File: src/rtl/i2c_bus_status_reg.sv
module i2c_bus_status_reg (
  input  logic       clk,
  input  logic       rst_n,
  input  logic       periph_en,
  input  logic       sw_start_req,
  input  logic       start_det,
  input  logic       stop_det,
  input  logic       start_fail,
  input  logic       start_done,
  input  logic       wr_en,
  input  logic [7:0] wdata,
  output logic [7:0] rdata,
  output logic       bus_busy,
  output logic       start_failed,
  output logic       init_start_en,
  output logic       rsv_disable,
  output logic       start_pending
);

  logic en_q;
  logic en_rise;
  logic cfg_wr;
  logic fail_hit;

  assign en_rise  = periph_en & ~en_q;
  assign cfg_wr   = wr_en & ~periph_en;
  assign fail_hit = start_fail & rsv_disable;

  always_ff @(posedge clk or negedge rst_n)
    if (!rst_n) en_q <= 1'b0;
    else        en_q <= periph_en;

  always_ff @(posedge clk or negedge rst_n)
    if (!rst_n)                          bus_busy <= 1'b0;
    else if (!periph_en || stop_det)     bus_busy <= 1'b0;
    else if (start_det)                  bus_busy <= 1'b1;
    else if (en_rise && !init_start_en)  bus_busy <= 1'b1;

  always_ff @(posedge clk or negedge rst_n)
    if (!rst_n)                          start_failed <= 1'b0;
    else if (!periph_en || sw_start_req) start_failed <= 1'b0;
    else if (fail_hit)                   start_failed <= 1'b1;

  always_ff @(posedge clk or negedge rst_n)
    if (!rst_n)                                      start_pending <= 1'b0;
    else if (!periph_en || start_done || fail_hit)   start_pending <= 1'b0;
    else if (sw_start_req)                           start_pending <= 1'b1;

  always_ff @(posedge clk or negedge rst_n)
    if (!rst_n)         init_start_en <= 1'b0;
    else if (start_det) init_start_en <= 1'b0;
    else if (cfg_wr)    init_start_en <= wdata[1];

  always_ff @(posedge clk or negedge rst_n)
    if (!rst_n)      rsv_disable <= 1'b0;
    else if (cfg_wr) rsv_disable <= wdata[0];

  assign rdata = {start_failed, bus_busy, 4'b0000, init_start_en, rsv_disable};

endmodule

File: config.mk
export PLATFORM = sky130hd
export DESIGN_NAME = i2c_bus_status_reg
export DESIGN_NICKNAME = d
export VERILOG_FILES = /design/src/rtl/i2c_bus_status_reg.sv
export SDC_FILE = /design/constraint.sdc
export NUM_CORES = 1
export LEC_CHECK = 0
export BUFFER_PORTS_ARGS = -buffer_cell sky130_fd_sc_hd__buf_2
export CORE_AREA = 2 2 39 41
export DETAILED_ROUTE_END_ITERATION = 8
export DIE_AREA = 0 0 41 43
export PLACE_DENSITY = 0.63
export REMOVE_ABC_BUFFERS = 1
export SLEW_MARGIN = 20
export SYNTH_ARGS = -nofsm -noshare
export SYNTH_HDL_FRONTEND = slang
export SYNTH_SLANG_ARGS = --single-unit
File: constraint.sdc
create_clock -name clk -period 1.15 [get_ports clk]
set_clock_uncertainty 0.15 [all_clocks]
set_input_delay 0.0575 -clock clk [delete_from_list [all_inputs] [get_ports clk]]
set_output_delay 0.0575 -clock clk [all_outputs]
set_load 0.01 [all_outputs]
==> flow_summary.ini, run 1 <==
[run_status]
status = finished with violations
failed_checks = negative hold slack

[placement]
numPortBuffers = 19
placed_area_sq_um = 377
gp_congestion = 0.620

[min_path]
hold_path_class = input port to register

[logic_synthesis]
synth_area_per_cell_sq_um = 11.1
synth_seq_area_share = 0.484
synth_cell_types = 14
synth_area_sq_um = 310
ys_warn_count = 0
synthCells = 28
ys_ff_latch = 6

[critical_path]
slowest_stage = dlygate4sd3_1
end_kind = register
crit_family = buffers and inverters
worstPathRequired_ns = 1.12
critPathKind = input port to register
cp_max_fo = 3
cp_data_arrival_time_ns = 1.06
slowest_delay_ns = 0.53
start_kind = input port
cp_cell_sequence = dlygate4sd3_1 -> buf_2 -> o311a_1
crit_buf_inv = 2

[grt]
grt_pass1_vias = 247
antenna_found_initial = 0
globalRouteOverflowTotal = 0
grt_usage = 0.0929
grt_first_pass_wirelength_um = 1020
grt_max_degree = 7

[route]
antenna_left = 0
drcViolationCount = 0
finalWirelength_um = 675
wl_per_cell_um = 9.51
drtPass1Iterations = 2
via_per_inst = 3.85
vias = 273
drtIter0Drc = 1

[floorplanning]
core_area_sq_um = 1380
boundaryPins = 30
initial_core_util = 0.224
die_h_um = 43
die_area_sq_um = 1760
chipWidth_um = 41
rows = 14

[timing]
final.period_utilization = 0.943
hold_viol_final = 1
final.min_clock_period_ns = 1.08
slew_violations = 0
fin_setup_tns_ns = 0
fmax_mhz = 922
setup_violations = 0
holdWs_ns = -0.00668
rsz0062_at_grt = false

[clock_network]
post_cts.repair.setup_buffers = 0
ctsHtreeMaxLevel = 1
cts_made_buffers = 3
cts.sinks = 6
insertion_delay_ns = 0.24
cts.root.buffer_cell = clkbuf_4
cts_tree = done
clk_pin_slew_ns = 0.04
clk_path_buf_depth = 2

[power_and_ir_drop]
power_density_nw_per_um2 = 1090
ir_worst_vdd_mv = 0.476
leakagePower_nw = 0.267

[finish]
final_net_count = 74
insertedDiodeCount = 0
final_area_sq_um = 499
final_util = 0.361
drive_gt1_frac = 0.455
area_growth_pct = 60.9

[flow_run]
max_cap_viol_count = 0
==> per-layer routing <==
metal / GRT usage / vias to the layer above / wire length (um)
li1: - / 137 / -
met1: 0.105 / 118 / 275
met2: 0.122 / 16 / 335
met3: 0.0471 / 2 / 53
met4: 0.0800 / 0 / 11
met5: 0 / - / 0
==> flip-flops by register name (all words and copies together) (netlist names) <==
| register | cells |
|---|---|
| rsv_disable | 1 |
| start_pending | 1 |
| init_start_en | 1 |
| start_failed | 1 |
| bus_busy | 1 |
| en_q | 1 |
==> through the flow <==
step	setup slack (ns)	std cells	total power, mW	hold slack, ns
2_1_floorplan	0.103	23	0.284	-0.388
3_3_place_gp	0.182	58	0.332	-0.266
3_5_place_dp	0.163	58	0.335	-0.263
4_1_cts	0.0727	71	0.558	-0.0147
5_1_grt	0.0413	71	0.584	0.00521
6_report	0.0654	71	0.545	-0.00668
==> cells in the final DEF (no fill, tap or decap), types with 2 or more instances in the layout <==
cell           instances
buf_2                 19
clkbuf_4               3
inv_1                  2
nor2_1                 2
conb_1                 4
dfrtp_1                6
dlygate4sd3_1         10
==> where the power goes <==
group | internal (mW) | leakage (nW) | switching, mW
Sequential | 0.226 | 0.0773 | 0.0128
Clock | 0.118 | 0.0138 | 0.0705
Combinational | 0.0668 | 0.176 | 0.0508
==> layout make-up <==
| cell class | instances | area, sq um |
|---|---|---|
| tap | 16 | 20.0 |
| fill | 155 | 885 |
| multi-input combinational | 15 | 104 |
| clock buffer | 3 | 22.5 |
| timing repair buffer | 29 | 195 |
| inverter | 2 | 7.51 |
| sequential | 6 | 150 |
==> synth_stat cells <==
cell type  instances  area (sq um)
a21oi_1            1          5.00
nor2b_2            1          8.76
o311a_1            1          10.0
nand4bb_1          1          11.3
buf_4              8          60.1
inv_1              2          7.51
a2111oi_2          1          15.0
nor3_1             1          5.00
mux2_4             1          15.0
dfrtp_1            6           150
nor2_1             2          7.51
o21ai_0            1          5.00
nand2b_1           1          6.26
conb_1             1          3.75
==> worst paths after layout <==
| check | start | to | slack (ns) | cells after the start |
|---|---|---|---|---|
| hold reg to reg | rsv_disable | start_pending | 0.40 | 1 |
| min in group asynchronous | rst_n | start_pending | 0.02 | 2 |
| setup / recovery | start_det | bus_busy | 0.07 | 3 |
| setup reg to reg | rsv_disable | start_pending | 0.16 | 1 |
| max in group asynchronous | rst_n | en_q | 0.69 | 2 |
| hold / removal | periph_en | init_start_en | -0.007 | 3 |
==> worst min-delay path, cell delays in order <==
cell	delay, ns
buf_2	0.10
nand4bb_1	0.11
o21ai_0	0.07
==> cells by family after synthesis <==
| kind of cell | share of synthesized area |
|---|---|
| flip-flops | 0.484 |
| AND/OR/NAND/NOR | 0.125 |
| buffers and inverters | 0.218 |
| AO/OA/AOI/OAI | 0.113 |
| multiplexers | 0.0484 |
| other | 0.0121 |
==> what timing repair did <==
action / CTS / global route
hold buffers: 10 / 0
resized for setup: 0 / 0
hold endpoints to repair: 12 / 0
Power figures use the tool's default switching activity.
==> run 2, diff against run 1 <==
--- a/config.mk
+++ b/config.mk
@@ -6,10 +6,13 @@
 export NUM_CORES = 1
 export LEC_CHECK = 0
 export BUFFER_PORTS_ARGS = -buffer_cell sky130_fd_sc_hd__buf_2
+export CELL_PAD_IN_SITES_DETAIL_PLACEMENT = 1
+export CELL_PAD_IN_SITES_GLOBAL_PLACEMENT = 1
 export CORE_AREA = 2 2 39 41
+export CTS_BUF_LIST = sky130_fd_sc_hd__clkbuf_8
 export DETAILED_ROUTE_END_ITERATION = 8
 export DIE_AREA = 0 0 41 43
-export PLACE_DENSITY = 0.63
+export PLACE_DENSITY = 0.83
 export REMOVE_ABC_BUFFERS = 1
 export SLEW_MARGIN = 20
 export SYNTH_ARGS = -nofsm -noshare
==> constraint.sdc (replaced) <==
create_clock -name clk -period 1.15 [get_ports clk]
set_clock_uncertainty 0.15 [all_clocks]
set_input_delay 0.1725 -clock clk [delete_from_list [all_inputs] [get_ports clk]]
set_output_delay 0.1725 -clock clk [all_outputs]
set_load 0.01 [all_outputs]
==> flow_summary.ini, run 2 (synthesis results as in run 1) <==
[floorplanning]
boundaryPins = 30
rows = 14
core_area_sq_um = 1380
initial_core_util = 0.224
die_h_um = 43
die_area_sq_um = 1760
chipWidth_um = 41

[clock_network]
cts.sinks = 6
ctsHtreeMaxLevel = 1
cts.root.buffer_cell = clkbuf_8
clk_pin_slew_ns = 0.03
holdBufCountCts = 3
cts_tree = done
insertion_delay_ns = 0.22
clk_path_buf_depth = 2
cts_made_buffers = 3

[critical_path]
start_kind = register
cp_cell_sequence = buf_2
slowest_delay_ns = 0.43
slowest_stage = dfrtp_2
end_kind = output pin
crit_cells = 1
cp_data_arrival_time_ns = 0.79
worstPathRequired_ns = 0.83
critPathKind = register to output pin
crit_buf_inv = 1
cp_max_fo = 5
crit_family = flip-flops
reg2regPathDepth = 1

[power_and_ir_drop]
leakagePower_nw = 0.245
ir_worst_vdd_mv = 0.394
power_density_nw_per_um2 = 1440

[route]
via_per_inst = 3.89
drcViolationCount = 0
finalWirelength_um = 663
antenna_left = 0
vias = 249
wl_per_cell_um = 10.4
drtPass1Iterations = 1
drtIter0Drc = 0

[finish]
fillers = 171
insertedDiodeCount = 0
fin_cells = 64
area_growth_pct = 44.8
final_net_count = 67
final_common_cell = buf_2
drive_gt1_frac = 0.542
layout_common_cells = 19 x buf_2, 5 x dfrtp_1, 4 x conb_1

[placement]
gp_congestion = 0.653
numPortBuffers = 19
dp.cells = 58
place_hpwl_um = 539

[timing]
final.period_utilization = 0.971
setup_violations = 0
fmax_mhz = 895
holdWs_ns = -0.0149
slew_violations = 0
final.min_clock_period_ns = 1.12
hold_viol_final = 1
fin_setup_tns_ns = 0
rsz0062_at_grt = false

[grt]
grt_first_pass_wirelength_um = 966
grt_usage = 0.0889
grt_pass1_vias = 248
grt_max_degree = 7
antenna_found_initial = 0
globalRouteOverflowTotal = 0

[flow_run]
max_cap_viol_count = 0

[min_path]
hold_depth = 2
hold_path_class = input port to register

[run_status]
status = finished with violations
failed_checks = negative hold slack
## run 2: cell types whose count changed in the layout (fill, tap and decap cells not counted)
cell           previous run  this run
dlygate4sd3_1            10         3
clkbuf_4                  3         0
clkbuf_8                  0         3
dfrtp_1                   6         5
dfrtp_2                   0         1
## run 2: stage by stage
step                 util  total power, mW  instance area, sq um  setup WS [ns]
floorplan               -            0.284                   262          0.103
global placement    0.272            0.333                   377          0.126
detailed placement  0.272            0.336                   377          0.106
CTS                 0.324            0.658                   448        0.00797
global route        0.325            0.688                   449        0.00758
finish              0.325            0.647                   449         0.0329
## run 2: worst paths after layout
kind / start / end / slack [ns]
max: rsv_disable / rsv_disable / 0.03
min: start_done / start_pending / -0.01
max reg2reg: rsv_disable / start_pending / 0.13
min reg2reg: rsv_disable / start_pending / 0.37
max in group asynchronous: rst_n / rsv_disable / 0.53
min in group asynchronous: rst_n / start_pending / 0.16
## run 2: layer usage
metal	routed length (um)	track usage	up-vias
met1	278	0.0918	111
met3	83	0.0471	0
met4	0	0.0600	0
met2	300	0.131	16
met5	0	0	-
li1	-	-	122
## run 2: repair_timing
action                     in CTS  in global routing
buffers inserted                0                  0
setup endpoints to repair       0                  2
resized for setup               0                  1
hold endpoints to repair        9                  1
## run 2: final cells by class
class | instances | area [sq um] | area share
clock buffer | 3 | 41.3 | 0.0919
inverter | 2 | 7.51 | 0.0167
multi-input combinational | 15 | 104 | 0.231
sequential | 6 | 151 | 0.337
tap | 16 | 20.0 | 0.0446
timing repair buffer | 22 | 125 | 0.279
## run 2: report_power, final
part	leakage [nW]	switching (mW)	total [mW]	internal (mW)
Combinational	0.147	0.0484	0.0998	0.0514
Clock	0.0216	0.0818	0.306	0.224
Sequential	0.0763	0.0134	0.241	0.227
